===== config.mk =====
export PLATFORM = sky130hd
export DESIGN_NAME = trig_latency_buffer
export DESIGN_NICKNAME = d
export VERILOG_FILES = /design/src/rtl/tlb_pkg.sv /design/src/rtl/tlb_delay_line.sv /design/src/rtl/tlb_event_store.sv /design/src/rtl/tlb_readout.sv /design/src/rtl/tlb_occupancy.sv /design/src/rtl/trig_latency_buffer.sv
export SDC_FILE = /design/constraint.sdc
export NUM_CORES = 1
export LEC_CHECK = 0
export ABC_AREA = 1
export BUFFER_PORTS_ARGS = -buffer_cell sky130_fd_sc_hd__clkbuf_2
export CORE_MARGIN = 2
export CORE_UTILIZATION = 30
export DETAILED_ROUTE_END_ITERATION = 8
export PLACE_DENSITY = 0.46
export RECOVER_POWER = 50
export SLEW_MARGIN = 5
export SYNTH_ARGS = -nofsm -noshare
export SYNTH_HDL_FRONTEND = slang
export SYNTH_SLANG_ARGS = --single-unit

===== constraint.sdc =====
create_clock -name clk -period 3.38 [get_ports clk]
set_input_delay 0.676 -clock clk [delete_from_list [all_inputs] [get_ports clk]]
set_output_delay 0.676 -clock clk [all_outputs]
set_load 0.02 [all_outputs]

===== src/rtl/tlb_pkg.sv =====
// Shared sizing helpers for the trigger latency buffer.
// Assumes callers pass positive counts.
package tlb_pkg;

    // Width of an index that addresses n items (at least one bit).
    function automatic int idx_width(input int n);
        return (n > 1) ? $clog2(n) : 1;
    endfunction

    // Width of a counter that must hold the values 0..n.
    function automatic int cnt_width(input int n);
        return $clog2(n + 1);
    endfunction

endpackage


===== src/rtl/tlb_delay_line.sv =====
// Fixed-length latency pipeline: each word moves one cell per clock.
// dout is the word that was sampled on din PIPE_LEN edges earlier.
// Assumes PIPE_LEN >= 1; a synchronous reset clears every cell to zero.
module tlb_delay_line #(
    parameter int DATA_W   = 8,
    parameter int PIPE_LEN = 132
) (
    input  logic              clk,
    input  logic              rst_n,
    input  logic [DATA_W-1:0] din,
    output logic [DATA_W-1:0] dout
);

    logic [PIPE_LEN-1:0][DATA_W-1:0] cells;

    generate
        if (PIPE_LEN == 1) begin : g_single
            // Single-cell variant: one register stage.
            always_ff @(posedge clk) begin
                if (!rst_n) cells <= '0;
                else        cells <= din;
            end
        end else begin : g_chain
            // Shift chain: cell 0 takes the input, others take their neighbour.
            always_ff @(posedge clk) begin
                if (!rst_n) cells <= '0;
                else        cells <= {cells[PIPE_LEN-2:0], din};
            end
        end
    endgenerate

    assign dout = cells[PIPE_LEN-1];

endmodule


===== src/rtl/tlb_event_store.sv =====
// Event storage: EVENTS slots of SAMPLES words each.
// A slot is claimed by alloc and captures sample 0 on that edge. It then
// captures one pipeline word per clock until full, on its own fill counter,
// so overlapping capture windows never collide. Each word position of a
// slot is written once per event. free empties the slot.
// Assumes alloc is never aimed at an occupied slot (occupancy ensures it).
module tlb_event_store
    import tlb_pkg::*;
#(
    parameter int DATA_W  = 8,
    parameter int SAMPLES = 3,
    parameter int EVENTS  = 8
) (
    input  logic                           clk,
    input  logic                           rst_n,
    input  logic                           alloc,
    input  logic [idx_width(EVENTS)-1:0]   alloc_slot,
    input  logic [DATA_W-1:0]              sample_in,
    input  logic                           free,
    input  logic [idx_width(EVENTS)-1:0]   rd_slot,
    input  logic [idx_width(SAMPLES)-1:0]  rd_idx,
    output logic [DATA_W-1:0]              rd_word,
    output logic                           head_done
);

    localparam int SLOT_W = idx_width(EVENTS);
    localparam int FILL_W = cnt_width(SAMPLES);

    logic [SAMPLES-1:0][DATA_W-1:0] slot_words [EVENTS];
    logic [FILL_W-1:0]              slot_fill  [EVENTS];

    generate
        for (genvar e = 0; e < EVENTS; e++) begin : g_slot
            logic [SAMPLES-1:0][DATA_W-1:0] words;
            logic [FILL_W-1:0]              fill;
            logic                           claim;
            logic                           release_now;
            logic                           capturing;

            assign claim       = alloc && (alloc_slot == SLOT_W'(e));
            assign release_now = free && (rd_slot == SLOT_W'(e));
            assign capturing   = (fill != '0) && (fill < FILL_W'(SAMPLES));

            // Fill tracking: claim, step through the window, release.
            always_ff @(posedge clk) begin
                if (!rst_n)           fill <= '0;
                else if (claim)       fill <= FILL_W'(1);
                else if (release_now) fill <= '0;
                else if (capturing)   fill <= fill + FILL_W'(1);
            end

            // Word capture: position 0 on claim, later positions by fill.
            always_ff @(posedge clk) begin
                if (claim) begin
                    words[0] <= sample_in;
                end else if (capturing) begin
                    for (int s = 1; s < SAMPLES; s++) begin
                        if (fill == FILL_W'(s)) words[s] <= sample_in;
                    end
                end
            end

            assign slot_words[e] = words;
            assign slot_fill[e]  = fill;
        end
    endgenerate

    assign rd_word   = slot_words[rd_slot][rd_idx];
    assign head_done = (slot_fill[rd_slot] == FILL_W'(SAMPLES));

endmodule


===== src/rtl/tlb_readout.sv =====
// Readout sequencer: walks the oldest completed event one sample per
// handshake, flags its final sample, then moves to the next slot.
// Assumes slots are filled in the same circular order they are read.
module tlb_readout
    import tlb_pkg::*;
#(
    parameter int SAMPLES = 3,
    parameter int EVENTS  = 8
) (
    input  logic                          clk,
    input  logic                          rst_n,
    input  logic                          head_done,
    input  logic                          rd_ready,
    output logic                          rd_valid,
    output logic                          rd_last,
    output logic                          retire,
    output logic [idx_width(EVENTS)-1:0]  rd_slot,
    output logic [idx_width(SAMPLES)-1:0] rd_idx
);

    localparam int SLOT_W = idx_width(EVENTS);
    localparam int IDX_W  = idx_width(SAMPLES);

    logic take;

    assign rd_valid = head_done;
    assign rd_last  = head_done && (rd_idx == IDX_W'(SAMPLES - 1));
    assign take     = rd_valid && rd_ready;
    assign retire   = take && rd_last;

    // Sample and slot stepping on each completed handshake.
    always_ff @(posedge clk) begin
        if (!rst_n) begin
            rd_idx  <= '0;
            rd_slot <= '0;
        end else if (take) begin
            if (rd_last) begin
                rd_idx  <= '0;
                rd_slot <= (rd_slot == SLOT_W'(EVENTS - 1)) ? '0 : rd_slot + SLOT_W'(1);
            end else begin
                rd_idx <= rd_idx + IDX_W'(1);
            end
        end
    end

endmodule


===== src/rtl/tlb_occupancy.sv =====
// Occupancy and admission: counts stored events, admits accepts only
// when not full (judged on the count before the clock), hands out the
// next write slot, and keeps a saturating count of dropped accepts.
// Assumes BUSY_LEVEL <= EVENTS.
module tlb_occupancy
    import tlb_pkg::*;
#(
    parameter int EVENTS     = 8,
    parameter int BUSY_LEVEL = 7,
    parameter int OVF_W      = 8
) (
    input  logic                         clk,
    input  logic                         rst_n,
    input  logic                         accept,
    input  logic                         retire,
    output logic                         alloc,
    output logic [idx_width(EVENTS)-1:0] wr_slot,
    output logic                         buf_full,
    output logic                         busy,
    output logic [OVF_W-1:0]             ovf_count
);

    localparam int SLOT_W = idx_width(EVENTS);
    localparam int CNT_W  = cnt_width(EVENTS);

    logic [CNT_W-1:0] stored;
    logic             drop;

    assign buf_full = (stored == CNT_W'(EVENTS));
    assign busy     = (stored >= CNT_W'(BUSY_LEVEL));
    assign alloc    = accept && !buf_full;
    assign drop     = accept && buf_full;

    // Stored-event count: up on admission, down on retirement.
    always_ff @(posedge clk) begin
        if (!rst_n) begin
            stored <= '0;
        end else begin
            case ({alloc, retire})
                2'b10:   stored <= stored + CNT_W'(1);
                2'b01:   stored <= stored - CNT_W'(1);
                default: stored <= stored;
            endcase
        end
    end

    // Circular write slot pointer.
    always_ff @(posedge clk) begin
        if (!rst_n)     wr_slot <= '0;
        else if (alloc) wr_slot <= (wr_slot == SLOT_W'(EVENTS - 1)) ? '0 : wr_slot + SLOT_W'(1);
    end

    // Saturating dropped-accept counter.
    always_ff @(posedge clk) begin
        if (!rst_n)                    ovf_count <= '0;
        else if (drop && ~&ovf_count)  ovf_count <= ovf_count + OVF_W'(1);
    end

endmodule


===== src/rtl/trig_latency_buffer.sv =====
// Top level: latency pipeline feeding an event buffer of fixed-size events.
// An accept on edge t captures the pipeline output on edges t, t+1, t+2
// (words that entered PIPE_LEN edges before each). Readout is ready/valid.
// Assumes one data word per clock and accepts already aligned to latency.
module trig_latency_buffer
    import tlb_pkg::*;
#(
    parameter int DATA_W     = 8,
    parameter int PIPE_LEN   = 132,
    parameter int SAMPLES    = 3,
    parameter int EVENTS     = 8,
    parameter int BUSY_LEVEL = 7,
    parameter int OVF_W      = 8
) (
    input  logic              clk,
    input  logic              rst_n,
    input  logic [DATA_W-1:0] din,
    input  logic              accept,
    input  logic              rd_ready,
    output logic [DATA_W-1:0] rd_data,
    output logic              rd_valid,
    output logic              rd_last,
    output logic              buf_full,
    output logic              busy,
    output logic [OVF_W-1:0]  ovf_count
);

    localparam int SLOT_W = idx_width(EVENTS);
    localparam int IDX_W  = idx_width(SAMPLES);

    logic [DATA_W-1:0] pipe_out;
    logic              alloc;
    logic              retire;
    logic              head_done;
    logic [SLOT_W-1:0] wr_slot;
    logic [SLOT_W-1:0] rd_slot;
    logic [IDX_W-1:0]  rd_idx;

    tlb_delay_line #(
        .DATA_W   (DATA_W),
        .PIPE_LEN (PIPE_LEN)
    ) u_delay (
        .clk   (clk),
        .rst_n (rst_n),
        .din   (din),
        .dout  (pipe_out)
    );

    tlb_occupancy #(
        .EVENTS     (EVENTS),
        .BUSY_LEVEL (BUSY_LEVEL),
        .OVF_W      (OVF_W)
    ) u_occ (
        .clk       (clk),
        .rst_n     (rst_n),
        .accept    (accept),
        .retire    (retire),
        .alloc     (alloc),
        .wr_slot   (wr_slot),
        .buf_full  (buf_full),
        .busy      (busy),
        .ovf_count (ovf_count)
    );

    tlb_event_store #(
        .DATA_W  (DATA_W),
        .SAMPLES (SAMPLES),
        .EVENTS  (EVENTS)
    ) u_store (
        .clk        (clk),
        .rst_n      (rst_n),
        .alloc      (alloc),
        .alloc_slot (wr_slot),
        .sample_in  (pipe_out),
        .free       (retire),
        .rd_slot    (rd_slot),
        .rd_idx     (rd_idx),
        .rd_word    (rd_data),
        .head_done  (head_done)
    );

    tlb_readout #(
        .SAMPLES (SAMPLES),
        .EVENTS  (EVENTS)
    ) u_rd (
        .clk       (clk),
        .rst_n     (rst_n),
        .head_done (head_done),
        .rd_ready  (rd_ready),
        .rd_valid  (rd_valid),
        .rd_last   (rd_last),
        .retire    (retire),
        .rd_slot   (rd_slot),
        .rd_idx    (rd_idx)
    );

endmodule


==> impl_metrics.json <==
{
  "cts-root-buf": "clkbuf_16",
  "yosys_register_bits": 1284,
  "htree_levels": 4,
  "synth-compound-area-share": 0.03035,
  "ys_seq_area_frac": 0.6981,
  "viasPerCell": 3.721,
  "final_cell_mix": "nand2_1, inv_1, dfxtp_1",
  "nets": 4251,
  "drc_errors": 0,
  "drt_iter0_markers": 1262,
  "drt_wl_total_microns": 58210,
  "status": "complete, but fails checks",
  "irDropWorstVdd_mv": 0.4906,
  "final-hold-violation-count": 0,
  "drtAntennaViolNets": 0,
  "fin_skew_ns": 0.01681,
  "fin_crit_ns": 3.148,
  "cts_hold_buf": 0,
  "yosys.area_share.adder": 0.01062,
  "max_slew_margin": -0.9022,
  "place_area_sq_um": 41610,
  "required_ns": 2.70,
  "wl_per_cell_microns": 9.603,
  "cts_tree": "yes",
  "routabilityCongestion": 0.7357,
  "initial_core_util": 0.3018,
  "fmax_ghz": 0.3177,
  "synth_top_area_cell": "dfxtp_1",
  "synth_area_sq_um": 39570,
  "clk_latency_ns": 0.73,
  "synthMuxAreaShare": 0,
  "r2r_slack_ns": 0.95,
  "first_pass_iters": 5,
  "slew_violations": 600,
  "n_antenna_cell": 0,
  "syn_to_final_growth_pct": 16.00,
  "cts_buffers": 136,
  "top_level_ports": 32,
  "power_density_nw_per_um2": 695.1,
  "via_count": 22554,
  "cp_data_arrival_time_ns": 2.47,
  "antenna_found_initial": 0,
  "overflow": 0,
  "cts.sinks": 1284,
  "critical_path_class": "reg -> out",
  "netlist.area_leader.share": 0.5524,
  "dieHeight_microns": 367.2,
  "core-area_sq_um": 131100,
  "synth_nets": 4200,
  "final_common_cell": "nand2_1",
  "grt_pass1_wl_microns": 101100,
  "tns_ns": 0,
  "rsz0062_at_grt": "no",
  "die-area_sq_um": 134800,
  "grt_pass1_vias": 21367,
  "drv_cap": 5,
  "grt_max_degree": 194,
  "cellLeakagePower_uw": 0.02577,
  "synth-xor-area-share": 0.002435,
  "layout-drive-gt1-share": 0.06990,
  "critPathCaptureType": "primary output",
  "yosys.area_share.simple": 0.1318,
  "hpwl_microns": 31670,
  "min_period_over_period": 0.9312,
  "clockBufferDepth": 3,
  "setup_viol": 0,
  "avgSynthCellArea_sq_um": 9.524,
  "clk_pin_slew_ns": 0.05,
  "portBuffers": 31,
  "synthTopCellsByArea": "dfxtp_1, edfxtp_1, nand2_1",
  "hp-class": "in -> reg",
  "path_max_fanout": 72,
  "die_x_microns": 367.2,
  "critPathLaunchType": "register",
  "synthCells": 4155,
  "stdcell_area_sq_um": 45900,
  "tightest_slew_ns": 2.853,
  "rows": 133,
  "track_usage": 0.08971,
  "violations": "capacitance limit, slew limit",
  "yosys_warnings": 0,
  "synth_top_family_by_area": "simple AND/OR/NAND/NOR gates",
  "synth_cell_types": 35
}
[cell type report]
| class | count | area [sq um] |
|---|---|---|
| Fill cell | 13547 | 85230 |
| Timing Repair Buffer | 77 | 524.3 |
| Tap cell | 1755 | 2196 |
| Sequential cell | 1284 | 27630 |
| Inverter | 1124 | 4219 |
| Clock inverter | 42 | 445.4 |
| Clock buffer | 196 | 3955 |
| Multi-Input combinational cell | 1583 | 6934 |
[sequential cells by signal, summed over array words and instances (netlist names)]
register / count
u_rd.rd_idx: 2
u_occ.ovf_count: 8
u_store.g_slot.words: 192
u_delay.dout: 8
u_delay.cells: 1048
u_store.g_slot.fill: 16
u_occ.stored: 4
u_rd.rd_slot: 3
u_occ.wr_slot: 3
[power by group]
part,internal (uW),leakage (uW),switching [uW]
sequential,15900,0.0106,168
combinational,465,0.0130,928
clock,8660,0.00217,5760
[path summary, 6_finish.rpt]
| check | startpoint | endpoint | depth (start not counted) |
|---|---|---|---|
| max | u_rd.rd_slot[0]$_SDFFE_PN0P_ | rd_data[2] | 9 |
| min | din[3] | u_delay.cells[3]$_SDFF_PN0_ | 3 |
| max reg2reg | u_rd.rd_slot[0]$_SDFFE_PN0P_ | u_occ.stored[3]$_SDFFE_PN0P_ | 17 |
| min reg2reg | u_delay.cells[47]$_SDFF_PN0_ | u_delay.cells[55]$_SDFF_PN0_ | 2 |
[per-stage QoR]
| stage | instances | total power (uW) | hold WS [ns] | util | setup slack (ns) |
|---|---|---|---|---|---|
| 3_5_place_dp | 5823 | 17880 | 0.3954 | 0.3173 | 0.8269 |
| 3_3_place_gp | 5823 | 17880 | 0.3913 | 0.3173 | 0.7934 |
| 4_1_cts | 6061 | 32640 | 0.04851 | 0.3509 | 0.02008 |
| 2_1_floorplan | 4155 | 17370 | 0.3905 | - | 1.119 |
| 6_report | 6061 | 31910 | 0.1277 | 0.3501 | 0.2324 |
| 5_1_grt | 6061 | 33410 | 0.08749 | 0.3501 | 0.03036 |
[cell families (layout without fill, tap and decap cells)]
kind of cell	after synthesis	in the layout
flip-flops	1284	1284
AO/OA/AOI/OAI	203	203
buffers and inverters	1288	1439
XOR/XNOR	11	11
adder cells (fa/ha/maj)	33	33
AND/OR/NAND/NOR	1336	1336
[layer usage]
metal,GRT usage,part of all wire,vias up
met5,0,0,-
met4,0.04295,0.030,0
met3,0.02413,0.042,122
met2,0.1471,0.44,247
met1,0.1090,0.48,10182
li1,-,-,12003
[cells in the mapped netlist]
cell	n
edfxtp_1	192
nor3b_1	1
clkbuf_2	2
a21oi_1	28
nand4_1	4
nand4_2	7
nand2_2	1
buf_6	8
xor2_1	1
nor3_2	1
ha_1	32
o211ai_1	28
buf_4	8
buf_2	68
fa_1	1
o31ai_1	1
a21oi_2	6
o21a_1	1
o21ai_0	102
o21ai_1	8
nand4_4	1
nor2_1	147
nand3_2	7
nand3_1	39
nor2_4	1
o221ai_1	20
buf_1	2
inv_2	6
inv_1	1118
clkbuf_1	76
nand2_1	1127
dfxtp_1	1092
o22ai_1	8
a211oi_1	1
xnor2_1	10
[what timing repair did]
item                       in CTS  in global routing
buffers inserted                0                  0
setup endpoints to repair       0                  7
resized for setup               0                  2
[worst max-delay path, stage by stage (launching register included)]
cell and delay, ns:
dfxtp_4 0.40, inv_2 0.17, buf_12 0.29, nor2_1 0.07, o211ai_1 0.19, nand3_1 0.13, nand2_1 0.12, nand2_1 0.09
nand2_1 0.07, clkbuf_2 0.16
No activity file was read; power rests on OpenSTA's default activity.
